==> src/rtl/iqpk_pkg.sv <==
package iqpk_pkg;
  localparam int COMP_W  = 16;
  localparam int BYTE_W  = 8;
  localparam int FIELD_W = 2 * COMP_W;
  localparam int CNT_W   = $clog2(FIELD_W + 1);
  localparam int NUM_DEPTHS = 4;

  typedef enum logic [1:0] {
    DEPTH_2  = 2'd0,
    DEPTH_4  = 2'd1,
    DEPTH_8  = 2'd2,
    DEPTH_16 = 2'd3
  } depth_e;

  // strobes from control to datapath
  typedef struct packed {
    logic             takeSample;
    logic             sendByte;
    logic [CNT_W-1:0] fillPos;
    depth_e           depth;
  } pack_ctl_t;

  // bits one sample adds to the stream at a given depth
  function automatic logic [CNT_W-1:0] fieldBits(depth_e d);
    return CNT_W'(2 * (COMP_W >> (NUM_DEPTHS - 1 - int'(d))));
  endfunction
endpackage

==> src/rtl/iqpk_format.sv <==
module iqpk_format
  import iqpk_pkg::*;
(
  input  logic [COMP_W-1:0]  inI,
  input  logic [COMP_W-1:0]  inQ,
  input  depth_e             depth,
  output logic [FIELD_W-1:0] aligned
);
  logic [FIELD_W-1:0] cand [NUM_DEPTHS];

  for (genvar d = 0; d < NUM_DEPTHS; d++) begin : g_depth
    localparam int KEEP = COMP_W >> (NUM_DEPTHS - 1 - d);
    localparam int PAD  = FIELD_W - 2 * KEEP;
    logic [FIELD_W-1:0] raw;
    // truncation: top KEEP bits of I followed by top KEEP bits of Q
    assign raw = FIELD_W'({inI[COMP_W-1 -: KEEP], inQ[COMP_W-1 -: KEEP]});
    assign cand[d] = raw << PAD;
  end

  assign aligned = cand[depth];
endmodule

==> src/rtl/iqpk_ctrl.sv <==
module iqpk_ctrl
  import iqpk_pkg::*;
(
  input  logic      clk,
  input  logic      rst,
  input  logic [1:0] depthSel,
  input  logic      flush,
  input  logic      inValid,
  input  logic      outReady,
  output logic      inReady,
  output logic      outValid,
  output pack_ctl_t ctl
);
  localparam logic [CNT_W-1:0] BYTE_CNT = CNT_W'(BYTE_W);
  localparam logic [CNT_W-1:0] LOW_MASK = CNT_W'(BYTE_W - 1);

  logic [CNT_W-1:0] fillCnt;
  logic [CNT_W-1:0] baseCnt;
  logic [CNT_W-1:0] nextCnt;
  depth_e           heldDepth;
  depth_e           useDepth;
  logic             atBoundary;
  logic             sendByte;
  logic             takeSample;
  logic             partial;

  assign outValid   = fillCnt >= BYTE_CNT;
  assign sendByte   = outValid && outReady;
  assign baseCnt    = sendByte ? fillCnt - BYTE_CNT : fillCnt;
  assign atBoundary = baseCnt == '0;
  assign useDepth   = atBoundary ? depth_e'(depthSel) : heldDepth;
  assign inReady    = !flush && (baseCnt < BYTE_CNT);
  assign takeSample = inValid && inReady;
  assign partial    = (baseCnt & LOW_MASK) != '0;

  always_comb begin
    nextCnt = baseCnt;
    if (takeSample)
      nextCnt = baseCnt + fieldBits(useDepth);
    else if (flush && partial)
      nextCnt = (baseCnt + LOW_MASK) & ~LOW_MASK;
  end

  always_ff @(posedge clk) begin
    if (rst) begin
      fillCnt   <= '0;
      heldDepth <= DEPTH_16;
    end else begin
      fillCnt <= nextCnt;
      if (atBoundary)
        heldDepth <= depth_e'(depthSel);
    end
  end

  always_comb begin
    ctl.takeSample = takeSample;
    ctl.sendByte   = sendByte;
    ctl.fillPos    = baseCnt;
    ctl.depth      = useDepth;
  end
endmodule

==> src/rtl/iqpk_data.sv <==
module iqpk_data
  import iqpk_pkg::*;
(
  input  logic               clk,
  input  logic               rst,
  input  pack_ctl_t          ctl,
  input  logic [FIELD_W-1:0] aligned,
  output logic [BYTE_W-1:0]  outByte
);
  logic [FIELD_W-1:0] stash;
  logic [FIELD_W-1:0] shifted;
  logic [FIELD_W-1:0] nextStash;

  assign shifted   = ctl.sendByte ? (stash << BYTE_W) : stash;
  assign nextStash = ctl.takeSample ? (shifted | (aligned >> ctl.fillPos)) : shifted;
  assign outByte   = stash[FIELD_W-1 -: BYTE_W];

  always_ff @(posedge clk) begin
    if (rst) stash <= '0;
    else     stash <= nextStash;
  end
endmodule

==> src/rtl/iq_sample_packer.sv <==
module iq_sample_packer
  import iqpk_pkg::*;
(
  input  logic        clk,
  input  logic        rst,
  input  logic [1:0]  depthSel,
  input  logic        flush,
  input  logic        inValid,
  output logic        inReady,
  input  logic [15:0] inI,
  input  logic [15:0] inQ,
  output logic        outValid,
  input  logic        outReady,
  output logic [7:0]  outByte
);
  pack_ctl_t          ctl;
  logic [FIELD_W-1:0] aligned;

  iqpk_ctrl u_ctrl (
    .clk(clk), .rst(rst), .depthSel(depthSel), .flush(flush),
    .inValid(inValid), .outReady(outReady),
    .inReady(inReady), .outValid(outValid), .ctl(ctl)
  );

  iqpk_format u_format (
    .inI(inI), .inQ(inQ), .depth(ctl.depth), .aligned(aligned)
  );

  iqpk_data u_data (
    .clk(clk), .rst(rst), .ctl(ctl), .aligned(aligned), .outByte(outByte)
  );
endmodule

==> config.mk <==
export PLATFORM = sky130hd
export DESIGN_NAME = iq_sample_packer
export DESIGN_NICKNAME = d
export VERILOG_FILES = /design/src/rtl/iqpk_pkg.sv /design/src/rtl/iqpk_format.sv /design/src/rtl/iqpk_ctrl.sv /design/src/rtl/iqpk_data.sv /design/src/rtl/iq_sample_packer.sv
export SDC_FILE = /design/constraint.sdc
export NUM_CORES = 1
export LEC_CHECK = 0
export BUFFER_PORTS_ARGS = -buffer_cell sky130_fd_sc_hd__buf_4
export CAP_MARGIN = 20
export CORE_MARGIN = 1
export CORE_UTILIZATION = 30
export CTS_CLUSTER_DIAMETER = 60
export CTS_CLUSTER_SIZE = 25
export DETAILED_ROUTE_END_ITERATION = 8
export REMOVE_ABC_BUFFERS = 1
export SLEW_MARGIN = 20
export SYNTH_ARGS = -nofsm -noshare
export SYNTH_HDL_FRONTEND = slang
export SYNTH_SLANG_ARGS = --single-unit
==> constraint.sdc <==
create_clock -name clk -period 5.8 [get_ports clk]
set_clock_uncertainty 0.15 [all_clocks]
set_input_delay 0.29 -clock clk [delete_from_list [all_inputs] [get_ports clk]]
set_output_delay 0.29 -clock clk [all_outputs]
set_load 0.02 [all_outputs]
==> impl_metrics.yaml, run 1 <==
floorplanning:
  core_area_um2: 8299
  die_w_um: 95.21
  chipHeight_um: 95.21
  row_count: 33
  dieArea_um2: 9064
  ios: 49
  start_util_pct: 31.40
synthesis:
  async_reset_ff_share_pct: 0
  synth_compound_gate_area_share_pct: 23.24
  yosys.area_share.simple_pct: 21.65
  syn_inst: 324
  ys_ff_latch: 38
  synth.distinct_cells: 52
  synth_top_cell_area_share_pct: 29.19
  yosys.area.top_type: "dfxtp_1"
  synth_edf_count: 0
  synthMuxAreaShare_pct: 14.45
  synthXorXnorAreaFrac_pct: 1.008
  synth_fa_ha_area_share_pct: 3.649
  yosysMostFrequentCell: "nand2_1"
  synth_area_leaders: "dfxtp_1 29%, nand2_1 8.6%, mux2i_1 6.1%"
  syn-cell-area_um2: 2606
  avgSynthCellArea_um2: 8.044
  synth_top_family_by_area: "compound AO/OA/AOI/OAI gates"
  yosysSeqAreaShare_pct: 29.19
  synth_ff_type: "dfxtp_1"
  synthTopCellsByCount: "60 x nand2_1, 38 x dfxtp_1, 25 x nor2_1"
  yosysWarnings: 0
drt:
  first_pass_iters: 5
  drt_iter0_drc: 178
  vias: 2529
  detail-route-antenna-nets: 0
  drc: 0
  viasPerCell: 5.462
  routedWlPerCell_um: 15.85
  wl_mm: 7.338
layout:
  drive_gt1_share_pct: 21.79
  fin_util_pct: 37.33
  insertedDiodeCount: 0
  syn2layout_area_growth_pct: 18.87
  layout.nets: 403
  fill_cells: 860
timing:
  rsz0062_at_grt: "no"
  max_slew.worst_pin.slew_ns: 0.9157
  fmax_mhz: 295.9
  finalSetupViolCount: 0
  finalCritPeriodShare_pct: 58.27
  slew_violations: 0
  fin_tns_setup_ns: 0
  period_minus_slack_ns: 3.380
  final-hold-violation-count: 0
  max-slew-margin-rel_pct: 38.80
cts:
  insertion_delay_ns: 0.30
  holdBufCountCts: 0
  cts_sinks: 38
  clockBufferDepth: 2
  htreeDepth: 2
  ctsRootBufferMaster: "clkbuf_8"
  post_cts.repair.setup_buffers: 0
  cts_buffers: 5
  clk_pin_slew_ns: 0.08
  cts_resized: 0
  tritoncts: "done"
setup_path:
  worstPathMaxFanout: 9
  worstReg2RegEnd: "u_ctrl.fillCnt[5]"
  cp-start-kind: "register"
  critPathCapture: "u_ctrl.fillCnt[5]"
  reg2reg_depth: 11
  required_ns: 5.89
  crit_arrival_ns: 3.47
  endpoint_kind: "register"
  cp-startpoint: "u_ctrl.fillCnt[3]"
  reg2reg_from: "u_ctrl.fillCnt[3]"
  rrSetupSlack_ns: 2.42
  critPathKind: "reg2reg"
global_route:
  grt_max_degree: 35
  grt_pass1_wl_mm: 11.58
  grt_remaining_overflow: 0
  grt_pass1_vias: 2298
  antenna_found_initial: 0
  grt_usage_pct: 16.61
placed_design:
  post-dp-hpwl_mm: 5.312
  gp_congestion: 0.8322
  port_buffers: 48
job:
  cap_viol_max_count: 0
power_and_ir_drop:
  p_leak_nw: 1.276
  total_power_w: 0.001415
  peakVddDrop_v: 0.0001439
  powerDensity_nw_per_um2: 456.9
hold_path:
  hold_path.class: "in2reg"
outcome:
  outcome: "completed"
-- logic make-up (layout without fill, tap and decap cells) --
kind of cell               Yosys count  after routing
AOI/OAI and AO/OA                   85             85
xor gates and xnor gates             3              3
adders and majority gates            7              7
buffers and inverters               37             71
DFF                                 38             38
muxes                               31             31
and+or+nand+nor                    123            123
-- flip-flops by register name (all words and copies together) (netlist names) --
register          count
u_data.stash         32
u_ctrl.fillCnt        4
u_ctrl.heldDepth      2
-- per-stage QoR --
stage                     worst slack (ns)  cells  hold slack (ns)  cell area, µm²
after global placement               2.611    455           0.3093            2988
after floorplan                      2.461    299           0.2091            2474
final                                2.420    463           0.1388            3098
after CTS                            2.430    463           0.1427            3098
after detailed placement             2.460    455           0.3162            2988
after global routing                 2.239    463           0.1641            3098
-- worst min-delay path by stage --
stage / to / start / cells past startpoint / slack (ns)
after floorplan: u_ctrl.fillCnt[2] / rst / 1 / 0.21
after global placement: u_data.stash[7] / u_data.stash[7] / 1 / 0.31
after detailed placement: u_data.stash[7] / u_data.stash[7] / 1 / 0.32
after CTS: u_data.stash[30] / inI[14] / 3 / 0.14
after global routing: u_data.stash[30] / inI[14] / 3 / 0.16
final: u_data.stash[30] / inI[14] / 3 / 0.14
-- report_power, final --
| group | internal (W) | switching (W) |
|---|---|---|
| logic | 0.000339 | 0.000460 |
| clock network | 0.000120 | 0.000100 |
| registers | 0.000332 | 0.0000638 |
| total | 0.000791 | 0.000624 |
-- worst max-delay path, stage by stage (launching register included) --
cell      delay [ns]
dfxtp_1         0.52
inv_1           0.08
ha_1            0.36
and4bb_1        0.27
o31ai_4         0.40
mux2i_1         0.60
nor2_1          0.09
ha_1            0.32
a21oi_1         0.16
xor2_1          0.17
a21oi_1         0.08
nor2_1          0.11
-- area by class of cell --
type                            instances  area [µm²]  area share (%)
Clock buffer                            8       110.1           3.554
Tap cell                              105       131.4           4.241
Sequential cell                        38       760.7           24.56
Multi-Input combinational cell        249        1668           53.84
Inverter                               12       45.04           1.454
Timing Repair Buffer                   51       382.9           12.36
-- per-layer routing --
layer / global-route usage, % / vias up / routed length, µm
met2: 26.07 / 91 / 3306
met3: 2.791 / 8 / 449
met1: 23.24 / 1200 / 3519
li1: - / 1230 / -
met5: 0 / - / 0
met4: 4.672 / 0 / 64
-- cell usage in the layout (no fill, tap or decap), drive strengths merged, types with 6 or more instances in the layout --
cell type	instances
and3	15
inv	12
a21oi	14
nor2	26
clkbuf	8
a22o	8
o21ai	13
dfxtp	38
nand2	60
mux2i	17
ha	6
buf	51
mux2	10
a31oi	18
o31ai	6
(Power assumes the default switching activity.)
==> inputs of run 2 (changes only) <==
--- a/config.mk
+++ b/config.mk
@@ -5,6 +5,7 @@
 export SDC_FILE = /design/constraint.sdc
 export NUM_CORES = 1
 export LEC_CHECK = 0
+export ABC_AREA = 1
 export BUFFER_PORTS_ARGS = -buffer_cell sky130_fd_sc_hd__buf_4
 export CAP_MARGIN = 20
 export CORE_MARGIN = 1
==> constraint.sdc (replaced) <==
create_clock -name clk -period 3.3 [get_ports clk]
set_clock_uncertainty 0.15 [all_clocks]
set_input_delay 0.165 -clock clk [delete_from_list [all_inputs] [get_ports clk]]
set_output_delay 0.165 -clock clk [all_outputs]
set_load 0.02 [all_outputs]
==> run 2 against run 1 <==
Against the previous run: the flow now finishes with violations (DRC); highest routed layer unchanged; final cell count increased by 18%; global-route usage increased by 0.17 points; die area increased by 3.0%; synthesized area increased by 3.0%; sequential share of layout area decreased by 0.11 points; critical path depth increased by 4; sequential power increased by 67%; core utilization decreased by 1.5 points.
==> impl_metrics.yaml, run 2 <==
drt:
  highest_layer: "met4"
  routedWlPerCell_um: 13.52
  viasPerCell: 4.927
  first_pass_iters: 7
  routed-wl-met3_um: 484
  wl_met2_mm: 3.261
  wl_met1_mm: 3.612
  detail-route-antenna-nets: 0
  vias: 2700
  drt_iter0_drc: 126
  wl_mm: 7.411
  drc: 1
hold_path:
  worst_hold_startpoint: "inQ[1]"
  hold-path-endpoint: "u_data.stash[1]"
  worstHoldPathCells: 3
  hold_path.class: "in2reg"
floorplanning:
  dieArea_um2: 9333
  die_w_um: 96.61
  ios: 49
  chipHeight_um: 96.61
  core_area_um2: 8678
  row_count: 34
  start_util_pct: 30.94
global_route:
  grt_max_degree: 49
  grt_remaining_overflow: 0
  grt_usage_pct: 16.78
  grt_pass1_vias: 2638
  antenna_found_initial: 0
  grt_pass1_wl_mm: 12.90
synthesis:
  synth_area_leaders: "dfxtp_1 28%, nand2_1 16%, nand3_1 14%"
  synthTopCellsByCount: "113 x nand2_1, 75 x nand3_1, 38 x a21oi_1, 38 x dfxtp_1, 26 x inv_1"
  synth_fa_ha_area_share_pct: 3.541
  yosysMostFrequentCell: "nand2_1"
  syn-cell-area_um2: 2685
  yosys.area.top_type: "dfxtp_1"
  yosysSeqAreaShare_pct: 28.33
  synth_edf_count: 0
  syn_inst: 412
  synth_top_cell_area_share_pct: 28.33
  yosysWarnings: 0
  synth_ff_type: "dfxtp_1"
  synth_top_family_by_area: "simple AND/OR/NAND/NOR gates"
  avgSynthCellArea_um2: 6.517
  synthMuxAreaShare_pct: 2.237
  synth.distinct_cells: 33
  ys_ff_latch: 38
  async_reset_ff_share_pct: 0
  synth_compound_gate_area_share_pct: 13.61
  yosys.area_share.simple_pct: 38.54
  synthXorXnorAreaFrac_pct: 1.631
cts:
  cts_buffers: 5
  clockBufferDepth: 2
  htreeDepth: 2
  cts_sinks: 38
  cts_resized: 0
  clk_pin_slew_ns: 0.08
  tritoncts: "done"
  insertion_delay_ns: 0.29
  holdBufCountCts: 0
  ctsRootBufferMaster: "clkbuf_8"
  post_cts.repair.setup_buffers: 0
layout:
  syn2layout_area_growth_pct: 15.89
  stdcell_area_um2: 3112
  layout.nets: 485
  largest_register_ffs: 32
  register_area_um2: 760.7
  final_cell_mix: "113 x nand2_1, 75 x nand3_1, 54 x buf_4"
  fill_cells: 1004
  layout_commonest_cell: "nand2_1"
  reg_top3: "u_data.stash x32, u_ctrl.fillCnt x4, u_ctrl.heldDepth x2"
  drive_gt1_share_pct: 19.55
  insertedDiodeCount: 0
  top_register: "u_data.stash"
  multi_input_area_um2: 1599
setup_path:
  critPathKind: "reg2reg"
  worstReg2RegEnd: "u_ctrl.fillCnt[3]"
  rrSetupSlack_ns: 0.27
  required_ns: 3.38
  endpoint_kind: "register"
  worstPathMaxFanout: 14
  cp-start-kind: "register"
  reg2reg_depth: 15
  crit_arrival_ns: 3.11
  reg2reg_from: "u_ctrl.fillCnt[5]"
timing:
  fin_tns_setup_ns: 0
  fmax_mhz: 330.0
  max_slew.worst_pin.slew_ns: 0.5589
  rsz0062_at_grt: "no"
  max-slew-margin-rel_pct: 62.69
  period_minus_slack_ns: 3.030
  finalSetupViolCount: 0
  slew_violations: 0
  finalCritPeriodShare_pct: 91.83
  final-hold-violation-count: 0
placed_design:
  gp_congestion: 0.8741
  dpl_cell_area_um2: 3017
  port_buffers: 48
  post-dp-hpwl_mm: 5.233
power_and_ir_drop:
  peakVddDrop_v: 0.0004151
  powerDensity_nw_per_um2: 1067
  p_leak_nw: 1.423
outcome:
  outcome: "finished, violations left"
  violations: "DRC"
job:
  cap_viol_max_count: 0
-- run 2: changes by cell type after synthesis, moves of 8 or more --
cell     delta
a21oi_1    +24
a22o_1      -8
a31oi_1    -15
and3_1     -15
inv_1      +14
mux2_2     -10
mux2i_1    -10
nand2_1    +53
nand3_1    +71
nor2_1     -17
-- run 2: through the flow --
| step | hold WS, ns | util [%] | total power, W | worst slack [ns] | instances |
|---|---|---|---|---|---|
| after floorplan | 0.08407 | - | 0.002353 | -0.5126 | 378 |
| after global placement | 0.3022 | 34.76 | 0.002938 | 0.4387 | 540 |
| after detailed placement | 0.3080 | 34.76 | 0.002974 | 0.3014 | 540 |
| after CTS | 0.03640 | 35.86 | 0.003335 | 0.2597 | 548 |
| after global routing | 0.06477 | 35.86 | 0.003700 | 0.01837 | 548 |
| final | 0.03605 | 35.86 | 0.003319 | 0.2696 | 548 |
-- run 2: area by class of cell --
type / instances / area share (%)
multi-input combinational: 309 / 51.39
sequential: 38 / 24.45
timing repair buffer: 54 / 13.03
tap: 108 / 4.343
inverter: 31 / 3.739
clock buffer: 6 / 2.654
clock inverter: 2 / 0.4021
-- run 2: routing by layer --
metal	vias up	global-route usage, %
met1	1219	23.72
met5	-	0
met3	6	2.818
li1	1408	-
met2	67	26.60
met4	0	3.904
-- run 2: power breakdown --
part | switching [W] | leakage [nW] | total (W) | internal (W)
sequential | 0.0000585 | 0.310 | 0.000662 | 0.000603
combinational | 0.00151 | 1.07 | 0.00231 | 0.000800
clock | 0.000183 | 0.0472 | 0.000351 | 0.000168
total | 0.00175 | 1.42 | 0.00332 | 0.00157
-- run 2: worst max-delay path, stage by stage (launching register included) --
cell	delay, ns
dfxtp_1	0.34
nor2_2	0.17
nand2_4	0.10
nand2_4	0.08
nand2_1	0.06
o21ai_2	0.07
ha_1	0.24
nand4_1	0.23
nand2_4	0.26
nand2_1	0.13
inv_1	0.08
ha_1	0.13
inv_1	0.06
fa_1	0.43
or2_2	0.30
a31oi_1	0.12
-- run 2: worst max-delay path by stage --
stage / start / to / slack (ns) / cells past startpoint
3_3_place_gp: u_ctrl.fillCnt[5] / u_ctrl.fillCnt[3] / 0.44 / 15
6_report: u_ctrl.fillCnt[5] / u_ctrl.fillCnt[3] / 0.27 / 15
2_1_floorplan: u_ctrl.fillCnt[2] / u_ctrl.fillCnt[5] / -0.51 / 13
4_1_cts: u_ctrl.fillCnt[5] / u_ctrl.fillCnt[3] / 0.26 / 15
5_1_grt: u_ctrl.fillCnt[5] / u_ctrl.fillCnt[3] / 0.02 / 15
3_5_place_dp: u_ctrl.fillCnt[5] / u_ctrl.fillCnt[3] / 0.30 / 15
-- run 2: cells by family after synthesis --
kind of cell / Yosys count
compound gates: 68
xor+xnor: 5
fa+ha+maj: 7
buf+inv: 65
flops: 38
mux: 6
simple gates: 223
==> inputs of run 3 (changes only) <==
==> constraint.sdc (replaced) <==
create_clock -name clk -period 2.65 [get_ports clk]
set_clock_uncertainty 0.15 [all_clocks]
set_input_delay 0.1325 -clock clk [delete_from_list [all_inputs] [get_ports clk]]
set_output_delay 0.1325 -clock clk [all_outputs]
set_load 0.02 [all_outputs]
==> run 3 against run 2 <==
Against the previous run: the flow now finishes without violations; critical path depth up 2; fmax rose by 18%; design area rose by 12%; global-route usage down 0.051 points; sequential share of layout area fell by 2.6 points; critical path type unchanged; critical endpoint is now u_ctrl.fillCnt[5].
==> impl_metrics.yaml, run 3 (synthesis results as in run 2) <==
outcome:
  outcome: "completed"
cts:
  tritoncts: "done"
  holdBufCountCts: 0
  insertion_delay_ns: 0.29
  clockBufferDepth: 2
  cts_buffers: 5
  ctsRootBufferMaster: "clkbuf_8"
  cts_sinks: 38
  clk_pin_slew_ns: 0.08
  htreeDepth: 2
setup_path:
  endpoint_kind: "register"
  required_ns: 2.72
  worstPathMaxFanout: 5
  crit_arrival_ns: 2.65
  critPathKind: "reg2reg"
  reg2reg_depth: 17
  cp-start-kind: "register"
timing:
  max_slew.worst_pin.slew_ns: 0.4948
  period_minus_slack_ns: 2.571
  slew_violations: 0
  fmax_mhz: 389.0
  max-slew-margin-rel_pct: 67.01
  final-hold-violation-count: 0
  rsz0062_at_grt: "yes"
  finalSetupViolCount: 0
  fin_tns_setup_ns: 0
  holdWs_ns: 0.01105
  finalCritPeriodShare_pct: 97.01
power_and_ir_drop:
  pwr-share-seq_pct: 16.1
  swShare_pct: 49.47
  p_int_w: 0.002623
  peakVddDrop_v: 0.0007275
  powerDensity_nw_per_um2: 1489
  power.switching_w: 0.002568
  total_power_w: 0.005191
  power_frac_clock_pct: 7.5
  p_leak_nw: 1.580
  p_comb_share_pct: 76.5
drt:
  drt_iter0_drc: 140
  detail-route-antenna-nets: 0
  first_pass_iters: 5
  vias: 2887
  wl_mm: 7.897
  viasPerCell: 4.995
  routedWlPerCell_um: 13.66
  drc: 0
layout:
  layout_commonest_cell: "nand2_1"
  reg_top3: "u_data.stash x32, u_ctrl.fillCnt x4, u_ctrl.heldDepth x2"
  fill_cells: 941
  stdcell_count: 578
  largest_register_ffs: 32
  final_cell_mix: "108 x nand2_1, 84 x buf_4, 73 x nand3_1"
  syn2layout_area_growth_pct: 29.82
  stdcell_area_um2: 3486
  drive_gt1_share_pct: 30.00
  layout.nets: 516
  insertedDiodeCount: 0
  top_register: "u_data.stash"
placed_design:
  dpl_cell_area_um2: 3179
  gp_congestion: 0.8488
  port_buffers: 48
  post-dp-hpwl_mm: 5.372
  dp.cells: 560
floorplanning:
  die_w_um: 96.61
  core_area_um2: 8678
  row_count: 34
  start_util_pct: 30.94
  dieArea_um2: 9333
  chipHeight_um: 96.61
  ios: 49
global_route:
  grt_remaining_overflow: 0
  grt_max_degree: 49
  grt_pass1_wl_mm: 12.82
  antenna_found_initial: 0
  grt_pass1_vias: 2672
  grt_usage_pct: 16.73
job:
  cap_viol_max_count: 0
hold_path:
  hold_path.class: "in2reg"
  worstHoldPathCells: 3
-- run 3: changes by cell type in the layout (fill, tap and decap cells not counted), moves of 3 or more --
cell / before / now
buf_4: 54 / 84
ha_4: 0 / 5
inv_2: 4 / 8
nand2_2: 5 / 9
ha_1: 6 / 1
nand2_1: 113 / 108
nor2_4: 0 / 3
inv_1: 26 / 21
-- run 3: final timing paths --
| check | to | slack, ns | startpoint |
|---|---|---|---|
| min | u_data.stash[1] | 0.01 | inQ[1] |
| max reg2reg | u_ctrl.fillCnt[5] | 0.08 | u_ctrl.fillCnt[3] |
| max | u_ctrl.fillCnt[5] | 0.08 | u_ctrl.fillCnt[3] |
| min reg2reg | u_data.stash[6] | 0.32 | u_data.stash[6] |
-- run 3: stage by stage --
| step | util, % | setup slack [ns] |
|---|---|---|
| 2_1_floorplan | - | -1.163 |
| 3_3_place_gp | 36.63 | 0.04120 |
| 3_5_place_dp | 36.63 | -0.09873 |
| 4_1_cts | 38.39 | 0.001951 |
| 5_1_grt | 40.17 | -0.06112 |
| 6_report | 40.17 | 0.07924 |
-- run 3: area by class of cell --
| cell class | count | area [µm²] | area share (%) |
|---|---|---|---|
| repair buffers | 85 | 650.6 | 18.66 |
| inverters | 31 | 118.9 | 3.410 |
| clock buffers | 5 | 68.82 | 1.974 |
| flip-flops and latches | 38 | 762.0 | 21.86 |
| clock inverters | 2 | 10.01 | 0.2872 |
| multi-input cells | 309 | 1740 | 49.93 |
| well taps | 108 | 135.1 | 3.877 |
-- run 3: repair_timing --
item,4_1_cts,5_1_grt
setup buffers,5,6
setup endpoints to repair,3,11
gates resized for setup,13,23
endpoints found under the hold margin,0,0
pin swaps,11,21
-- run 3: power by group through the flow --
| stage | registers [W] | clock network [W] | logic [W] |
|---|---|---|---|
| after floorplan | 0.000870 | 0 | 0.00206 |
| after global placement | 0.000832 | 0 | 0.00326 |
| after detailed placement | 0.000837 | 0 | 0.00330 |
| after CTS | 0.000832 | 0.000394 | 0.00344 |
| after global routing | 0.000855 | 0.000416 | 0.00435 |
| final | 0.000835 | 0.000387 | 0.00397 |
-- run 3: worst max-delay path, stage by stage, from the launching register on --
cell and delay, ns:
dfxtp_2 0.36, inv_2 0.06, ha_4 0.15, inv_2 0.04
nand2_1 0.04, nand2_1 0.08, nand3_2 0.09, nand2_4 0.11
nand4_1 0.19, nand2_4 0.16, nor2_4 0.05, ha_4 0.26
nand2_2 0.05, o21ai_2 0.16, xnor2_1 0.15, xor2_1 0.17
nand2_1 0.09, a21oi_2 0.13
-- run 3: layer usage --
metal  vias to the layer above  global-route usage (%)  wire [µm]
met4                         0                   3.904         33
met1                      1309                   23.21       3791
li1                       1472                       -          -
met5                         -                       0          0
met2                       102                   26.65       3531
met3                         4                   3.324        541
